==> src/rtl/stc_pkg.sv <==
package stc_pkg;
    localparam int DEF_ADDR_W    = 10;
    localparam int DEF_DATA_W    = 16;
    localparam int DEF_COL_W     = 3;
    localparam int DEF_DISCHARGE = 4;
endpackage

==> src/rtl/stc_onehot.sv <==
module stc_onehot #(
    parameter int IN_W = 3,
    localparam int OUT_N = 2 ** IN_W
) (
    input  logic             en,
    input  logic [IN_W-1:0]  sel,
    output logic [OUT_N-1:0] hot
);
    for (genvar i = 0; i < OUT_N; i++) begin : g_line
        assign hot[i] = en && (sel == IN_W'(i));
    end
endmodule

==> src/rtl/stc_dummy_bl.sv <==
module stc_dummy_bl #(
    parameter int DISCHARGE_CYC = 4,
    localparam int CW = (DISCHARGE_CYC > 1) ? $clog2(DISCHARGE_CYC) : 1
) (
    input  logic clk,
    input  logic rst_n,
    input  logic fire,
    output logic charged
);
    typedef struct packed {
        logic [CW-1:0] cnt;
        logic          high;
    } bl_t;

    bl_t s_d, s_q;

    always_comb begin
        s_d = s_q;
        if (!fire || !s_q.high) begin
            // precharge while idle, and at the edge the pulse is killed
            s_d.cnt  = '0;
            s_d.high = 1'b1;
        end else if (s_q.cnt == CW'(DISCHARGE_CYC - 1)) begin
            s_d.high = 1'b0;
        end else begin
            s_d.cnt = s_q.cnt + 1'b1;
        end
    end

    always_ff @(posedge clk) begin
        if (!rst_n) begin
            s_q.cnt  <= '0;
            s_q.high <= 1'b1;
        end else begin
            s_q <= s_d;
        end
    end

    assign charged = s_q.high;
endmodule

==> src/rtl/stc_ctrl.sv <==
module stc_ctrl
    import stc_pkg::*;
#(
    parameter int ADDR_W        = DEF_ADDR_W,
    parameter int DATA_W        = DEF_DATA_W,
    parameter int COL_W         = DEF_COL_W,
    parameter int DISCHARGE_CYC = DEF_DISCHARGE,
    localparam int ROW_W = ADDR_W - COL_W,
    localparam int ROWS  = 2 ** ROW_W,
    localparam int COLS  = 2 ** COL_W
) (
    input  logic              clk,
    input  logic              rst_n,
    input  logic              acc_clk,
    input  logic              cs_n,
    input  logic              we,
    input  logic [ADDR_W-1:0] addr,
    input  logic [DATA_W-1:0] wdata,
    input  logic [DATA_W-1:0] arr_rdata,
    output logic              acc_pulse,
    output logic              echo,
    output logic [ROWS-1:0]   row_en,
    output logic [COLS-1:0]   col_sel,
    output logic              wr_strobe,
    output logic              sense_en,
    output logic [DATA_W-1:0] arr_wdata,
    output logic [DATA_W-1:0] q
);
    typedef struct packed {
        logic              pulse;
        logic              acc_prev;
        logic              we;
        logic [ROW_W-1:0]  row;
        logic [COL_W-1:0]  col;
        logic [DATA_W-1:0] wdata;
        logic [DATA_W-1:0] q;
    } ctl_t;

    ctl_t s_d, s_q;
    logic bl_high;

    stc_dummy_bl #(.DISCHARGE_CYC(DISCHARGE_CYC)) u_dummy (
        .clk     (clk),
        .rst_n   (rst_n),
        .fire    (s_q.pulse),
        .charged (bl_high)
    );

    always_comb begin
        s_d          = s_q;
        s_d.acc_prev = acc_clk;
        if (!s_q.pulse) begin
            if (acc_clk && !s_q.acc_prev && !cs_n) begin
                s_d.pulse = 1'b1;
                s_d.we    = we;
                s_d.row   = addr[ADDR_W-1:COL_W];
                s_d.col   = addr[COL_W-1:0];
                s_d.wdata = wdata;
            end
        end else if (!bl_high) begin
            // low echo resets the access flip-flop
            s_d.pulse = 1'b0;
            if (!s_q.we) begin
                s_d.q = arr_rdata;
            end
        end
    end

    always_ff @(posedge clk) begin
        if (!rst_n) begin
            s_q <= '0;
        end else begin
            s_q <= s_d;
        end
    end

    stc_onehot #(.IN_W(ROW_W)) u_row_dec (
        .en  (s_q.pulse),
        .sel (s_q.row),
        .hot (row_en)
    );

    stc_onehot #(.IN_W(COL_W)) u_col_dec (
        .en  (s_q.pulse),
        .sel (s_q.col),
        .hot (col_sel)
    );

    assign acc_pulse = s_q.pulse;
    assign echo      = bl_high;
    assign wr_strobe = s_q.pulse && s_q.we;
    assign sense_en  = s_q.pulse && !s_q.we && !bl_high;
    assign arr_wdata = s_q.wdata;
    assign q         = s_q.q;
endmodule

==> config.mk <==
export PLATFORM = sky130hd
export DESIGN_NAME = stc_ctrl
export DESIGN_NICKNAME = d
export VERILOG_FILES = /design/src/rtl/stc_pkg.sv /design/src/rtl/stc_onehot.sv /design/src/rtl/stc_dummy_bl.sv /design/src/rtl/stc_ctrl.sv
export SDC_FILE = /design/constraint.sdc
export NUM_CORES = 1
export LEC_CHECK = 0
export ABC_CLOCK_PERIOD_IN_PS = 1600
export CAP_MARGIN = 20
export CELL_PAD_IN_SITES_DETAIL_PLACEMENT = 0
export CELL_PAD_IN_SITES_GLOBAL_PLACEMENT = 1
export CORE_MARGIN = 5
export CORE_UTILIZATION = 21
export DETAILED_ROUTE_END_ITERATION = 6
export PLACE_DENSITY = 0.78
export SYNTH_ARGS = -nofsm -noshare
export SYNTH_HDL_FRONTEND = slang
export SYNTH_SLANG_ARGS = --single-unit
==> constraint.sdc <==
create_clock -name clk -period 1.6 [get_ports clk]
set_input_delay 0.16 -clock clk [delete_from_list [all_inputs] [get_ports clk]]
set_output_delay 0.16 -clock clk [all_outputs]
set_load 0.01 [all_outputs]
# == Yosys cells after proc, flatten, opt, wreduce, memory -nomap -nowiden ==
# Cells that the tools add are included.
# totals
reg_bits,48
inputBits,47
# op_classes
bitwise,4
n_mux,3
n_reduce_logical,152
n_addsub,1
eq_ne,135
# ops
operator,n
"7-bit == test, second input constant",64
"7-bit by 6-bit == test with 1-bit output, second input constant",32
1-bit logical AND,141
"7-bit by 5-bit == test with 1-bit output, second input constant",16
"7-bit by 4-bit == test with 1-bit output, second input constant",8
"7-bit by 3-bit == test with 1-bit output, second input constant",4
"7-bit by 2-bit == test with 1-bit output, second input constant",2
"3-bit == test, second input constant",4
"7-bit by 1-bit == test with 1-bit output, second input constant",1
7-bit logical NOT,1
"3-bit by 2-bit == test with 1-bit output, second input constant",2
1-bit logical NOT,5
1-bit inverter,4
"3-bit by 1-bit == test with 1-bit output, second input constant",1
3-bit logical NOT,1
1-bit 2-to-1 mux,3
3-bit AND reduction,1
"2-bit by 1-bit adder with 2-bit output, second input constant",1
"2-bit == test, second input constant",1
2-bit AND reduction,1
2-bit OR reduction,1
1-bit logical OR,1

# == Logic depth before layout (Yosys ltp) ==
# logic_depth
word_depth,5
depth_mapped,5
mapped_depth_nobuf,3

# == Hierarchy ==
# From an unflattened synthesis, not the netlist that was laid out.
# unflattened
cells_unflattened,443
hier_area_um2,3372.0
# by_module_without_submodules
mod,cells_per_inst,n_inst,area_per_inst_um2,seq_area_each_um2
stc_ctrl,227,1,2072.0,900.9
stc_onehot at u_row_dec,198,1,1093.5,0.0
stc_dummy_bl,10,1,110.1,60.1
stc_onehot at u_col_dec,8,1,96.3,0.0

# == Worst setup path after synthesis ==
# No wires, ideal clock.
# synth_path
kind,reg-to-output
from,reg s_q[39] (netlist name)
to,out row_en[5]
slack_ps,19
n_path_buf,3
t_required_ps,1440
stages_incl_launch_ff,6
t_arrival_ps,1421
path_cell_list,dfxtp_1 > buf_6 > or4b_4 > buf_6 > buf_8 > nor3_2
# synth_between
elab_chain_cells,2
# synth_lines
element,line,text
from (decl),stc_ctrl.sv:39,"ctl_t s_d, s_q;"
from (signal assigned),stc_ctrl.sv:71,s_q <= '0;
from (signal assigned),stc_ctrl.sv:73,s_q <= s_d;
7-bit by 3-bit == test with 1-bit output,stc_onehot.sv:10,assign hot[i] = en && (sel == IN_W'(i));
1-bit logical AND,stc_onehot.sv:10,
to (decl),stc_ctrl.sv:22,"output logic [ROWS-1:0] row_en,"
# Every way passes these cells.

# == Worst setup path in the final report ==
# layout_path
from,reg s_q[40] (netlist name)
to,out row_en[64]
# layout_between
elab_chain_cells,2
# layout_lines
element,line
7-bit == test,stc_onehot.sv:10
1-bit logical AND,stc_onehot.sv:10
# Every way passes these cells.

==> summary.md <==
| Metric | Value |
|---|---|
| Yosys warns | 0 |
| CP Launch Type | flip-flop |
| Setup TNS | -18.45 ns |
| Worst Hold Class | input port to flip-flop |
| Layout cells sized above 1 | 54.7% |
| Hold_buf cts | 0 |
| Gr ovfl total | 0 |
| Final min period | 1.84 ns |
| Post-route setup slack | -0.242 ns |
| Hold Vio Cnt, Final | 0 |
| Final wirelength | 14.4 mm |
| Core Region | 15100 um^2 |
| Unrepaired setup endpoints after global routing | true |
| Most common cell after layout, fill and taps aside | buf_2 |
| Total number of vias | around 4k |
| Mapped cell area | about 3200 um^2 |
| Ports | 219 |
| Routed length per instance | 17.1 um |
| # H-tree levels | 2 |
| Total Routing Usage GR | 13.9% |
| Final Max Slew Viols | 0 |
| Worst relative slew slack | 62.6% |
| Global-route wire length before repair | 20.4 mm |
| Status | finished, violations left |
| Fmax | 543 MHz |
| Die span in x | 134 um |
| Initial antenna violation count | 0 |
| Die ar. | 18000 um^2 |
| Critical path launch point | s_q[40]$_SDFFE_PN0P_ |
| Placement Setup Slack | -0.378 ns |
| CP Capture Point | row_en[64] |
| Worst-path maximum fanout | 5 |
| Synthesized area per cell | 7.26 um^2 |
| Largest net degree at the start of global routing | 91 |
| Max VDD drop | about 440 uV |
| Rows | 45 |
| CTS tree | done |
| Clock sink count | 48 |
| Fin crit share | 115% |
| Failing checks | negative setup slack |
| CP arrival | around 1.7 ns |
| Die Y | 134 um |
| DR pass1 iterations | 4 |
| Sequential fraction of the synthesis area | approximately 30% |
| Worst-margin pin slew | 0.561 ns |
| Clk slew on worst S/H paths | 0.07 ns |
| Power Dens Cells | 505 nW/um^2 |
| Hold_sp | rst_n |
| CP Capture Type | output pin |
| Initial Utilization | 21.3% |
| R2r setup slk | 0.15 ns |
| Critical path required time | 1.44 ns |
| Vias per inst | about 4.8 |
| Commonest non-fill, non-tap cells in the layout | 128 x buf_2, 89 x nand2_1, 89 x nor3_2, 79 x clkdlybuf4s50_1, 44 x mux2i_1 |
| Vias in the first global route | 3707 |
| Static leakage | 0.00283 uW |
| Seq cells post-synth | 48 |
| DRC | 0 |
| Post-Synthesis Cells | approximately 450 |
| Layout Nets | between 600 and 700 |
| Hold Slack | ~0.4 ns |
| # port buffers | 218 |
| Max clock buf depth | 2 |
| Worst reg2reg path depth | 4 |
| Worst skew pair latency | ~0.29 ns |
| Max Cap Viol | 0 |
| DP HPWL | 9.04 mm |
| Final Wtd Congestion | just over 0.7 |
| CTS Buf Count | 5 |
| Area growth syn-to-layout | 103% |
| Reg-to-Reg Start | acc_pulse$_SDFF_PN0_ |
| Inserted Diodes | 0 |
| R2R Path End | arr_wdata[12]$_SDFFE_PN0P_ |
| Count of cell types in the netlist | 24 |
| Antenna Nets Post-Route | 0 |
| Layout Skew | 0.00343 ns |
| DRT iter0 DRCs | 109 |
| Critical setup path kind | flip-flop to output pin |
| Root Driver | clkbuf_16 |
| Final setup viols | around 130 |
| Syn Nets | 493 |
[sequential cells by signal, indices dropped and copies added (netlist names)]
name / flops
arr_wdata: 16
s_q: 12
u_dummy.charged: 1
u_dummy.s_q: 2
acc_pulse: 1
q: 16
[logic make-up (layout without fill, tap and decap cells)]
logic type,Yosys count,after routing,synth area share [%]
AO/OA/AOI/OAI,1,1,0.233
AND/OR/NAND/NOR,260,261,40.0
buffers and inverters,90,295,15.7
multiplexers,44,44,13.6
flip-flops,48,48,29.8
XOR/XNOR,1,1,0.271
adder cells (fa/ha/maj),1,1,0.387
[cell usage after synthesis, drive strengths merged]
cell type | number | area share (%)
and2 | 3 | 0.58
buf | 46 | 11
clkbuf | 44 | 5.1
dfxtp | 48 | 30
ha | 1 | 0.39
mux2i | 44 | 14
nand2 | 91 | 11
nand2b | 9 | 1.7
nand3 | 4 | 0.62
nand3b | 5 | 1.2
nand4bb | 1 | 0.35
nor2 | 8 | 0.93
nor3 | 130 | 22
nor3b | 1 | 0.23
nor4b | 1 | 0.27
o21a | 1 | 0.23
or2 | 3 | 0.58
or3b | 3 | 0.81
or4b | 1 | 0.43
xor2 | 1 | 0.27
[layout make-up]
| class | count | area (um^2) |
|---|---|---|
| Tap cell | 188 | 235 |
| Timing Repair Buffer | 288 | 2520 |
| Clock inverter | 2 | 60.1 |
| Fill cell | 1467 | 8580 |
| Sequential cell | 48 | 978 |
| Clock buffer | 5 | 125 |
| Multi-Input combinational cell | 308 | 2650 |
[stage by stage]
step                std cells  instance area [um^2]  total power [uW]  util, %
CTS                       824                  5870              3240     38.7
floorplan                 445                  3230              1570        -
global route              839                  6560              3470     43.3
global placement          795                  5480              1790     36.2
finish                    839                  6560              3310     43.3
detailed placement        795                  5480              1800     36.2
[power by group]
part / leakage, uW / total [uW] / internal, uW / switching, uW
Clock: 0.0000899 / 1340 / 887 / 451
Sequential: 0.000393 / 1260 / 1230 / 32.1
Combinational: 0.00235 / 713 / 353 / 361
Total: 0.00283 / 3310 / 2470 / 844
[per-layer routing]
metal / part of all wire (%) / routed length (um) / global-route usage (%) / vias up
met4: 2.0 / 293 / 3.03 / 0
met1: 40 / 5700 / 16.7 / 1929
met2: 51 / 7280 / 24.1 / 151
met5: 0 / 0 / 0 / -
li1: - / - / - / 1884
met3: 7.7 / 1100 / 4.58 / 25
[worst max-delay path, stage by stage, from the launching register on]
cell,delay [ns]
dfxtp_4,0.36
or4b_4,0.61
buf_6,0.16
nor3_4,0.11
buf_2,0.15
[worst min-delay path by stage]
stage | end | slack [ns] | cells after the start
finish | u_dummy.charged$_SDFFE_PP1N_ | 0.40 | 3
detailed placement | q[8]$_SDFFE_PN0P_ | 0.45 | 2
global placement | q[12]$_SDFFE_PN0P_ | 0.44 | 2
CTS | u_dummy.charged$_SDFFE_PP1N_ | 0.37 | 3
floorplan | s_q[43]$_SDFF_PN0_ | 0.28 | 1
global route | u_dummy.charged$_SDFFE_PP1N_ | 0.39 | 3
[what timing repair did]
action,4_1_cts,5_1_grt
hold endpoints to repair,0,0
setup endpoints to repair,139,131
pin swaps,16,30
resized for setup,680,115
setup buffers,13,9
gates cloned,9,8
Note: power is estimated with default switching activity, not from simulation.
